**config.mk**
```make
export PLATFORM = sky130hd
export DESIGN_NAME = irq_route_unit
export DESIGN_NICKNAME = d
export VERILOG_FILES = /design/src/rtl/irq_route_pkg.sv /design/src/rtl/irq_cand.sv /design/src/rtl/irq_pick.sv /design/src/rtl/irq_route_unit.sv
export SDC_FILE = /design/constraint.sdc
export NUM_CORES = 1
export LEC_CHECK = 0
export BUFFER_PORTS_ARGS = -buffer_cell sky130_fd_sc_hd__buf_4
export CELL_PAD_IN_SITES_DETAIL_PLACEMENT = 1
export CELL_PAD_IN_SITES_GLOBAL_PLACEMENT = 1
export CORE_AREA = 4 4 180 182
export DETAILED_ROUTE_END_ITERATION = 7
export DIE_AREA = 0 0 184 186
export PLACE_DENSITY_LB_ADDON = 0.3
export SYNTH_ARGS = -nofsm -noshare
export SYNTH_HDL_FRONTEND = slang
export SYNTH_SLANG_ARGS = --single-unit
```
**constraint.sdc**
```tcl
create_clock -name clk -period 9.2 [get_ports clk]
set_input_delay 1.84 -clock clk [delete_from_list [all_inputs] [get_ports clk]]
set_output_delay 1.84 -clock clk [all_outputs]
set_load 0.01 [all_outputs]
```
**src/rtl/irq_route_pkg.sv**
```systemverilog
// Shared constants and helpers for the supervisor interrupt router.
// Assumes interrupt vectors of NIRQ bits with the standard cause layout.
package irq_route_pkg;

    localparam int unsigned NIRQ = 64;
    localparam int unsigned CW   = $clog2(NIRQ);
    localparam int unsigned RW   = 8;

    typedef enum logic [1:0] {
        PRIV_U   = 2'd0,
        PRIV_S   = 2'd1,
        PRIV_RSV = 2'd2,
        PRIV_M   = 2'd3
    } priv_e;

    // Priority score of a cause number: larger wins; scores are unique.
    function automatic logic [RW-1:0] irq_rank(input int unsigned n);
        case (n)
            11:      return RW'(127);
            3:       return RW'(126);
            7:       return RW'(125);
            9:       return RW'(124);
            1:       return RW'(123);
            5:       return RW'(122);
            default: return (n >= 13) ? RW'(n + 50) : RW'(n);
        endcase
    endfunction

    // Guest-level bits that never reach the supervisor set.
    function automatic logic [NIRQ-1:0] vs_bits();
        logic [NIRQ-1:0] m;
        m = '0;
        m[2]  = 1'b1;
        m[6]  = 1'b1;
        m[10] = 1'b1;
        return m;
    endfunction

endpackage

```
**src/rtl/irq_cand.sv**
```systemverilog
// Candidate builder: forms the machine and supervisor candidate vectors,
// the filtered virtual vector, the injected vector and the raw wake term.
// Assumes all input vectors are stable for the whole cycle.
module irq_cand
    import irq_route_pkg::*;
#(
    parameter int unsigned N = NIRQ
) (
    input  logic [N-1:0] ip,
    input  logic [N-1:0] ie,
    input  logic [N-1:0] s_ie,
    input  logic [N-1:0] deleg,
    input  logic [N-1:0] h_deleg,
    input  logic [N-1:0] ven,
    input  logic [N-1:0] vpend,
    input  logic [1:0]   priv,
    input  logic         m_gie,
    input  logic         s_gie,
    output logic [N-1:0] m_cand,
    output logic [N-1:0] s_cand,
    output logic [N-1:0] injected,
    output logic         wake_raw
);

    localparam logic [N-1:0] VS_EXCL = N'(vs_bits());

    logic [N-1:0] pend;
    logic [N-1:0] virt_flt;
    logic         m_open;
    logic         s_open;

    // Purpose: global gates for each level from privilege and enables.
    always_comb begin
        m_open = (priv != PRIV_M) || m_gie;
        s_open = (priv == PRIV_U) || ((priv == PRIV_S) && s_gie);
    end

    // Purpose: build the candidate vectors and the wake term.
    always_comb begin
        pend     = ip & ie;
        virt_flt = vpend & ven & ~deleg & s_ie;
        injected = vpend & ven & ~ip;
        m_cand   = m_open ? (pend & ~deleg) : '0;
        s_cand   = s_open ? (((pend & deleg & ~h_deleg) | virt_flt) & ~VS_EXCL) : '0;
        wake_raw = (|pend) || (|virt_flt);
    end

endmodule

```
**src/rtl/irq_pick.sv**
```systemverilog
// Fixed-priority picker: returns the highest-ranked set bit of a vector.
// Assumes irq_rank gives unique scores for all N bits.
module irq_pick
    import irq_route_pkg::*;
#(
    parameter int unsigned N = NIRQ,
    localparam int unsigned W = $clog2(N)
) (
    input  logic         clk,
    input  logic         rst_n,
    input  logic [N-1:0] cand,
    output logic         any,
    output logic [W-1:0] cause
);

    logic [RW-1:0] best;

    // Purpose: scan all bits and keep the one with the largest score.
    always_comb begin
        any   = 1'b0;
        cause = '0;
        best  = '0;
        for (int i = 0; i < N; i++) begin
            if (cand[i] && (!any || irq_rank(i) > best)) begin
                any   = 1'b1;
                cause = W'(i);
                best  = irq_rank(i);
            end
        end
    end

    // a reported winner is always a member of the candidate set.
    assert_pick_member_R7: assert property (@(posedge clk) disable iff (!rst_n)
        any |-> cand[cause]);

    // a non-empty set always produces a winner.
    assert_pick_nonempty_R7: assert property (@(posedge clk) disable iff (!rst_n)
        (|cand) |-> any);

endmodule

```
**src/rtl/irq_route_unit.sv**
```systemverilog
// Supervisor interrupt filter and router (top). Merges real and virtual
// interrupts, selects machine before supervisor candidates, decides the
// target level and registers the result once per cycle.
// Assumes priv never holds the reserved value 2 in normal operation.
module irq_route_unit
    import irq_route_pkg::*;
#(
    parameter int unsigned N = NIRQ,
    localparam int unsigned W = $clog2(N)
) (
    input  logic         clk,
    input  logic         rst_n,
    input  logic [N-1:0] ip,
    input  logic [N-1:0] ie,
    input  logic [N-1:0] s_ie,
    input  logic [N-1:0] deleg,
    input  logic [N-1:0] h_deleg,
    input  logic [N-1:0] ven,
    input  logic [N-1:0] vpend,
    input  logic [1:0]   priv,
    input  logic         m_gie,
    input  logic         s_gie,
    output logic         irq_req,
    output logic [W-1:0] irq_cause,
    output logic         irq_to_s,
    output logic         wfi_wake
);

    logic [N-1:0] lane_cand [2];
    logic         lane_any  [2];
    logic [W-1:0] lane_cause[2];
    logic [N-1:0] injected;
    logic         wake_raw;
    logic         sel_valid;
    logic [W-1:0] sel_cause;
    logic         sel_to_s;

    irq_cand #(.N(N)) u_cand (
        .ip       (ip),
        .ie       (ie),
        .s_ie     (s_ie),
        .deleg    (deleg),
        .h_deleg  (h_deleg),
        .ven      (ven),
        .vpend    (vpend),
        .priv     (priv),
        .m_gie    (m_gie),
        .s_gie    (s_gie),
        .m_cand   (lane_cand[0]),
        .s_cand   (lane_cand[1]),
        .injected (injected),
        .wake_raw (wake_raw)
    );

    // Lane 0 picks among machine candidates, lane 1 among supervisor ones.
    for (genvar g = 0; g < 2; g++) begin : g_lane
        irq_pick #(.N(N)) u_pick (
            .clk   (clk),
            .rst_n (rst_n),
            .cand  (lane_cand[g]),
            .any   (lane_any[g]),
            .cause (lane_cause[g])
        );
    end

    // Purpose: machine lane wins; then decide the target level.
    always_comb begin
        sel_valid = lane_any[0] || lane_any[1];
        sel_cause = lane_any[0] ? lane_cause[0] : (lane_any[1] ? lane_cause[1] : '0);
        sel_to_s  = sel_valid && (priv != PRIV_M) &&
                    (deleg[sel_cause] || injected[sel_cause]);
    end

    // Purpose: register the decision and the wake flag once per cycle.
    always_ff @(posedge clk) begin
        if (!rst_n) begin
            irq_req   <= 1'b0;
            irq_cause <= '0;
            irq_to_s  <= 1'b0;
            wfi_wake  <= 1'b0;
        end else begin
            irq_req   <= sel_valid;
            irq_cause <= sel_cause;
            irq_to_s  <= sel_to_s;
            wfi_wake  <= wake_raw;
        end
    end

    // no supervisor-level trap is produced while running in M.
    assert_no_s_from_m_R8: assert property (@(posedge clk) disable iff (!rst_n)
        (priv == PRIV_M) |=> !irq_to_s);

    // a machine winner never targets supervisor level.
    assert_machine_stays_R6: assert property (@(posedge clk) disable iff (!rst_n)
        lane_any[0] |=> (irq_req && !irq_to_s));

    // any request implies the wake flag in the same cycle.
    assert_req_wakes_R9: assert property (@(posedge clk) disable iff (!rst_n)
        irq_req |-> wfi_wake);

    // empty candidate sets drop the request one cycle later.
    assert_req_drop_R10: assert property (@(posedge clk) disable iff (!rst_n)
        (!lane_any[0] && !lane_any[1]) |=> (!irq_req && irq_cause == '0 && !irq_to_s));

    // the supervisor lane never selects a guest-level bit.
    assert_no_vs_bits_R5: assert property (@(posedge clk) disable iff (!rst_n)
        lane_any[1] |-> (lane_cause[1] != W'(2) && lane_cause[1] != W'(6) &&
                         lane_cause[1] != W'(10)));

endmodule

```
==> results.json, run 1 <==
{
  "floorplan.die.height_um": 186,
  "drc": 0,
  "yosys-top-cells-area": "sky130_fd_sc_hd__nand4b_1 13%, sky130_fd_sc_hd__mux2i_1 8.1%, sky130_fd_sc_hd__nand2_1 7.0%",
  "yosysUniqueCellTypes": 84,
  "flops_latches_synth": 9,
  "worstPathArrival_ns": 6.60,
  "start_kind": "input pin",
  "hold_path.class": "in2reg",
  "cts_setup_buffers": 0,
  "setup_repair_after_global_routing_missed_its_margin": "false",
  "dr.pass1.iters": 5,
  "grt_max_degree": 44,
  "finalHoldViolCount": 0,
  "tritoncts_clock_tree": "yes",
  "dpl.hpwl_um": 43400,
  "n_antenna_cell": 0,
  "dp_worst_setup_slack_ns": 2.64,
  "finalNetCount": 1870,
  "setup-tns-final_ns": 0,
  "synthArstFlopShare": 0,
  "period_share": 0.700,
  "yosysWarnings": 0,
  "synth_largest_area_cell": "sky130_fd_sc_hd__nand4b_1",
  "grt_pass1_vias": 10800,
  "worst-setup-path-type": "in2reg",
  "timing.critical_path.required_ns": 9.36,
  "irDropWorstVdd_uv": 49.3,
  "power.leakage_nw": 4.93,
  "htree_num_levels": 1,
  "syn-mean-instance-area_sq_um": 6.63,
  "fp.dieArea_sq_um": 34200,
  "drt-wirelength-per-cell_um": 26.9,
  "ys_top_cells_by_count": "120 x sky130_fd_sc_hd__nand2_1, 92 x sky130_fd_sc_hd__nand4b_1, 62 x sky130_fd_sc_hd__o21ai_0, 55 x sky130_fd_sc_hd__a31oi_1, 53 x sky130_fd_sc_hd__inv_1",
  "drt-initial-drc-count": 649,
  "synth_top_area_frac": 0.126,
  "powerDensity_nw_per_um2": 78.5,
  "crit_path_end_kind": "register",
  "drtAntennaViolNets": 0,
  "result_of_the_run": "finished clean",
  "clock.fmax_mhz": 155,
  "cts.repair.resized": 0,
  "slew_violations": 0,
  "cts_inserted_buffers": 3,
  "grt_pass1_wl_um": 67900,
  "synthesis.nets": 1419,
  "antenna_found_initial": 0,
  "largest_incremental_delay_on_the_critical_path_ns": 0.86,
  "synth_edf_count": 0,
  "setup_ws_ns": 2.76,
  "layout_cells_sized_above_1": 0.348,
  "synthCells": 965,
  "postSynth.topFlopCell": "sky130_fd_sc_hd__dfxtp_1",
  "portBuffers": 459,
  "synth.cell_area_sq_um": 6400,
  "syn2layout_area_growth_pct": 62.1,
  "clock_sink_count": 9,
  "io-pin-count": 463,
  "die_x_um": 184,
  "place_congestion": 0.947,
  "drt-vias-per-instance": 5.75,
  "setup_violations": 0,
  "global_routing_usage_summed_across_all_routing_layers": 0.262,
  "synth_sequential_area_ratio": 0.0282,
  "tightest_slew_ns": 1.05,
  "clk_pin_slew_ns": 0.04,
  "start_util": 0.209,
  "worst_slew_margin_rel": 0.298,
  "synthMostInstantiatedCell": "sky130_fd_sc_hd__nand2_1",
  "globalRouteOverflowTotal": 0,
  "final_period_minus_worst_setup_slack_ns": 6.44,
  "cts-root-to-sink-buffers": 2,
  "route.vias.total": 10400,
  "hold_buffers": 0,
  "path_cells": "buf_4, and3b_1, or4_1, nor4b_1, a31oi_2, nor3_2, o211ai_1, o21ai_2, buf_4, mux2i_1, mux2i_1, mux2_2, o22ai_1",
  "timing.max_cap.violations": 0,
  "crit_path_top_delay_cell": "sky130_fd_sc_hd__nor3_2",
  "root_buf_cell": "sky130_fd_sc_hd__clkbuf_16",
  "fp.coreArea_sq_um": 30600,
  "route.final.wire_length_um": 48700,
  "critical_path.max_fanout": 22,
  "row_count": 64
}
layer usage:
layer	up-vias	wire [um]	part of all wire	track usage
met5	-	0	0	0
met4	0	1120	0.023	0.0532
met3	43	4070	0.084	0.0463
met2	445	23900	0.49	0.472
met1	5098	19600	0.40	0.327
li1	4824	-	-	-
power by group:
group | switching (W) | internal (W)
Sequential | 0.00000173 | 0.0000457
Clock | 0.0000202 | 0.0000573
Combinational | 0.000383 | 0.000306
registers in the layout, summed over array words and instances, names as in the netlist:
| name | flops |
|---|---|
| irq_req | 1 |
| irq_cause | 6 |
| wfi_wake | 1 |
| irq_to_s | 1 |
worst paths after layout:
kind / startpoint / to / slack, ns / depth (start not counted)
hold / removal: rst_n / irq_cause[5] / 1.83 / 2
setup / recovery: m_gie / irq_to_s / 2.76 / 13
worst max-delay path, delay by kind of cell:
| family | cells | cell delay, ns |
|---|---|---|
| simple gates | 4 | 2.24 |
| buf+inv | 2 | 0.58 |
| mux | 3 | 0.98 |
| compound gates | 4 | 0.96 |
kinds of logic after synthesis:
group,after synthesis,share of synthesized area
muxes,54,0.0848
and+or+nand+nor,511,0.491
AOI/OAI and AO/OA,316,0.345
DFF,9,0.0282
buffers and inverters,75,0.0504
cell type report:
type	count	area, sq um
clock inverter	1	5.00
multi-input combinational	881	5910
tap	396	495
timing repair buffer	467	3510
inverter	54	203
clock buffer	3	75.1
sequential	9	180
fill	3948	20200
through the flow:
stage / power, W / cells / utilization / hold WS, ns / instance area (sq um)
floorplan: 0.000376 / 965 / - / 1.96 / 6400
global placement: 0.000720 / 1807 / 0.336 / 2.07 / 10300
detailed placement: 0.000728 / 1807 / 0.336 / 2.07 / 10300
CTS: 0.000809 / 1811 / 0.339 / 1.83 / 10400
global route: 0.000863 / 1811 / 0.339 / 1.85 / 10400
finish: 0.000814 / 1811 / 0.339 / 1.83 / 10400
layout by cell type, fill, tap and decap left out, types with 17 or more instances in the layout:
master	instances
sky130_fd_sc_hd__inv_1	53
sky130_fd_sc_hd__a31oi_1	55
sky130_fd_sc_hd__nand2_1	120
sky130_fd_sc_hd__and3b_1	19
sky130_fd_sc_hd__o21ai_0	62
sky130_fd_sc_hd__nand4b_1	92
sky130_fd_sc_hd__mux2i_1	52
sky130_fd_sc_hd__nand3b_1	46
sky130_fd_sc_hd__nand2b_1	17
sky130_fd_sc_hd__buf_4	467
sky130_fd_sc_hd__nand3_1	43
sky130_fd_sc_hd__nand4_1	34
sky130_fd_sc_hd__nor2_1	49
sky130_fd_sc_hd__a21oi_1	36
No activity file was read; power rests on OpenSTA's default activity.
==> inputs of run 2 (changes only) <==
--- a/config.mk
+++ b/config.mk
@@ -5,12 +5,13 @@
 export SDC_FILE = /design/constraint.sdc
 export NUM_CORES = 1
 export LEC_CHECK = 0
+export ABC_AREA = 1
 export BUFFER_PORTS_ARGS = -buffer_cell sky130_fd_sc_hd__buf_4
 export CELL_PAD_IN_SITES_DETAIL_PLACEMENT = 1
 export CELL_PAD_IN_SITES_GLOBAL_PLACEMENT = 1
-export CORE_AREA = 4 4 180 182
+export CORE_MARGIN = 4
+export CORE_UTILIZATION = 23
 export DETAILED_ROUTE_END_ITERATION = 7
-export DIE_AREA = 0 0 184 186
 export PLACE_DENSITY_LB_ADDON = 0.3
 export SYNTH_ARGS = -nofsm -noshare
 export SYNTH_HDL_FRONTEND = slang
==> constraint.sdc (replaced) <==
create_clock -name clk -period 5.7 [get_ports clk]
set_input_delay 1.14 -clock clk [delete_from_list [all_inputs] [get_ports clk]]
set_output_delay 1.14 -clock clk [all_outputs]
set_load 0.01 [all_outputs]
==> run 2 against run 1 <==
Compared with the run above:
- the run now ends with negative setup slack left
- final area rose by 19%
- sequential share of layout area is 0.28 points lower
- via count up 18%
- count of clock-buffer cells in the layout up 1
- flip-flop and latch count is the same
- setup slack worse by 3.1 ns
- critical endpoint unchanged
- wire length grew 0.81%
- final cell count rose by 34%
- power grew 120%
- core utilization up 9.9 points
- non-clock buffer count increased by 175
==> results.json, run 2 <==
{
  "synth_edf_count": 0,
  "timing.critical_path.required_ns": 5.82,
  "postSynth.topFlopCell": "sky130_fd_sc_hd__dfxtp_1",
  "final-instance-count-excl-fill": 2421,
  "synth_sequential_area_ratio": 0.0271,
  "yosysUniqueCellTypes": 41,
  "tritoncts_clock_tree": "yes",
  "worstPathArrival_ns": 6.12,
  "worstPathBufferInverterCount": 3,
  "htree_num_levels": 1,
  "dr.pass1.iters": 7,
  "global_routing_usage_summed_across_all_routing_layers": 0.286,
  "root_buf_cell": "sky130_fd_sc_hd__clkbuf_16",
  "finalNetCount": 2498,
  "dpl.hpwl_um": 42300,
  "synth_largest_area_cell": "sky130_fd_sc_hd__nand2_1",
  "drt-vias-per-instance": 5.08,
  "final_design_area_no_fill_sq_um": 12300,
  "setup_repair_after_global_routing_missed_its_margin": "true",
  "slew_violations": 0,
  "drt-initial-drc-count": 614,
  "drc": 0,
  "io-pin-count": 463,
  "yosys-top-cells-area": "sky130_fd_sc_hd__nand2_1 28%, sky130_fd_sc_hd__nand3_1 11%, sky130_fd_sc_hd__inv_1 10%",
  "largest_register_ff_count": 6,
  "power.leakage_nw": 6.53,
  "largest_incremental_delay_on_the_critical_path_ns": 0.19,
  "regMostFlops": "irq_cause",
  "critical_path_most_common_cell": "sky130_fd_sc_hd__nand2_1",
  "hold_ws_ns": 1.24,
  "final_period_minus_worst_setup_slack_ns": 5.99,
  "row_count": 61,
  "flops_latches_synth": 9,
  "failed_checks": "negative setup slack",
  "start_kind": "input pin",
  "grt_pass1_wl_um": 71200,
  "ys_top_cells_by_count": "493 x sky130_fd_sc_hd__nand2_1, 182 x sky130_fd_sc_hd__inv_1, 171 x sky130_fd_sc_hd__nor2_1, 149 x sky130_fd_sc_hd__nand3_1, 97 x sky130_fd_sc_hd__nand4_1",
  "globalRouteOverflowTotal": 0,
  "overall_power_after_layout_w": 0.00176,
  "grt_pass1_vias": 12800,
  "period_share": 1.05,
  "cell_area_reported_after_detailed_placement_sq_um": 11600,
  "layout_cells_sized_above_1": 0.372,
  "placedCellCount": 2399,
  "syn2layout_area_growth_pct": 85.9,
  "worst-setup-path-type": "in2reg",
  "finalHoldViolCount": 0,
  "result_of_the_run": "finished with violations",
  "clock.fmax_mhz": 167,
  "synthCells": 1436,
  "mostFrequentLayoutCell": "sky130_fd_sc_hd__buf_4",
  "mostFrequentLayoutCells": "620 x sky130_fd_sc_hd__buf_4, 464 x sky130_fd_sc_hd__nand2_1, 175 x sky130_fd_sc_hd__inv_1",
  "cts-root-to-sink-buffers": 2,
  "die_x_um": 178,
  "floorplan.die.height_um": 178,
  "crit_path_end_kind": "register",
  "place_congestion": 0.961,
  "synthMostInstantiatedCell": "sky130_fd_sc_hd__nand2_1",
  "start_util": 0.236,
  "cts_inserted_buffers": 3,
  "synthesis.nets": 1890,
  "setup_violations": 2,
  "powerDensity_nw_per_um2": 143,
  "antenna_found_initial": 0,
  "tightest_slew_ns": 0.908,
  "clock_sink_count": 9,
  "synth.cell_area_sq_um": 6640,
  "syn-mean-instance-area_sq_um": 4.62,
  "route.final.wire_length_um": 49100,
  "crit_path_top_delay_cell": "sky130_fd_sc_hd__clkbuf_16",
  "setup_ws_ns": -0.295,
  "yosysWarnings": 0,
  "timing.max_cap.violations": 0,
  "fp.coreArea_sq_um": 28200,
  "route.vias.total": 12300,
  "hold_path.class": "in2reg",
  "clk_pin_slew_ns": 0.04,
  "n_antenna_cell": 0,
  "synth_top_area_frac": 0.279,
  "drtAntennaViolNets": 0,
  "irDropWorstVdd_uv": 92.9,
  "fp.dieArea_sq_um": 31600,
  "setup-tns-final_ns": -0.398,
  "worst_slew_margin_rel": 0.389,
  "grt_max_degree": 31,
  "cpLargestDelayFamily": "simple AND/OR/NAND/NOR gates",
  "critical_path.max_fanout": 7,
  "portBuffers": 459,
  "synthArstFlopShare": 0,
  "drt-wirelength-per-cell_um": 20.3
}
run 2: cell count changes after synthesis, moves of 33 or more:
cell,previous run,this run
sky130_fd_sc_hd__nand3_1,43,149
sky130_fd_sc_hd__nor2_1,50,171
sky130_fd_sc_hd__inv_1,53,182
sky130_fd_sc_hd__nand2_1,120,493
sky130_fd_sc_hd__nand4b_1,92,0
sky130_fd_sc_hd__nor3_1,15,77
sky130_fd_sc_hd__nand3b_1,46,5
sky130_fd_sc_hd__nand4_1,34,97
sky130_fd_sc_hd__a21oi_1,36,69
sky130_fd_sc_hd__o21ai_0,62,26
sky130_fd_sc_hd__a31oi_1,55,20
sky130_fd_sc_hd__mux2i_1,52,0
run 2: kinds of logic (layout without fill, tap and decap cells):
family | count (synthesis) | count (layout) | synth area share
AND/OR/NAND/NOR | 1044 | 1044 | 0.699
buffers and inverters | 233 | 840 | 0.142
AO/OA/AOI/OAI | 150 | 150 | 0.132
flip-flops | 9 | 9 | 0.0271
run 2: repair_timing:
item,CTS,global route
pin swaps,8,30
setup buffers,6,11
resized for setup,33,79
setup endpoints to repair,3,8
cloned,1,2
hold buffers,0,0
run 2: cell type report:
class	count	area, sq um
Clock buffer	4	78.8
Timing Repair Buffer	642	5000
Sequential cell	9	180
Inverter	194	742
Fill cell	4029	15800
Tap cell	378	473
Multi-Input combinational cell	1194	5870
run 2: final timing paths:
path | start | end | cells after the start
worst min-delay path | rst_n | irq_cause[3] | 3
worst max-delay path | ip[1] | irq_to_s | 72
run 2: stage by stage:
stage / util / setup slack (ns)
after floorplan: - / 0.504
after global placement: 0.413 / -0.808
after detailed placement: 0.413 / -0.833
after CTS: 0.423 / -0.297
after global routing: 0.438 / -0.856
final: 0.438 / -0.295
run 2: metal layers:
layer  global-route usage  share of wire  vias up
li1                     -              -     6008
met1                0.350           0.41     5796
met2                0.546           0.51      451
met3               0.0275          0.062       52
met4               0.0474          0.022        0
met5                    0              0        -
run 2: power by group:
group | switching [W] | leakage, nW | internal (W) | total, W
combinational | 0.000877 | 6.41 | 0.000686 | 0.00156
sequential | 0.00000327 | 0.0754 | 0.0000740 | 0.0000773
clock | 0.0000296 | 0.0382 | 0.0000934 | 0.000123
total | 0.000909 | 6.53 | 0.000853 | 0.00176
run 2: worst min-delay path, stage by stage:
cell	delay, ns
sky130_fd_sc_hd__buf_4	0.09
sky130_fd_sc_hd__inv_1	0.12
sky130_fd_sc_hd__nor2_4	0.09
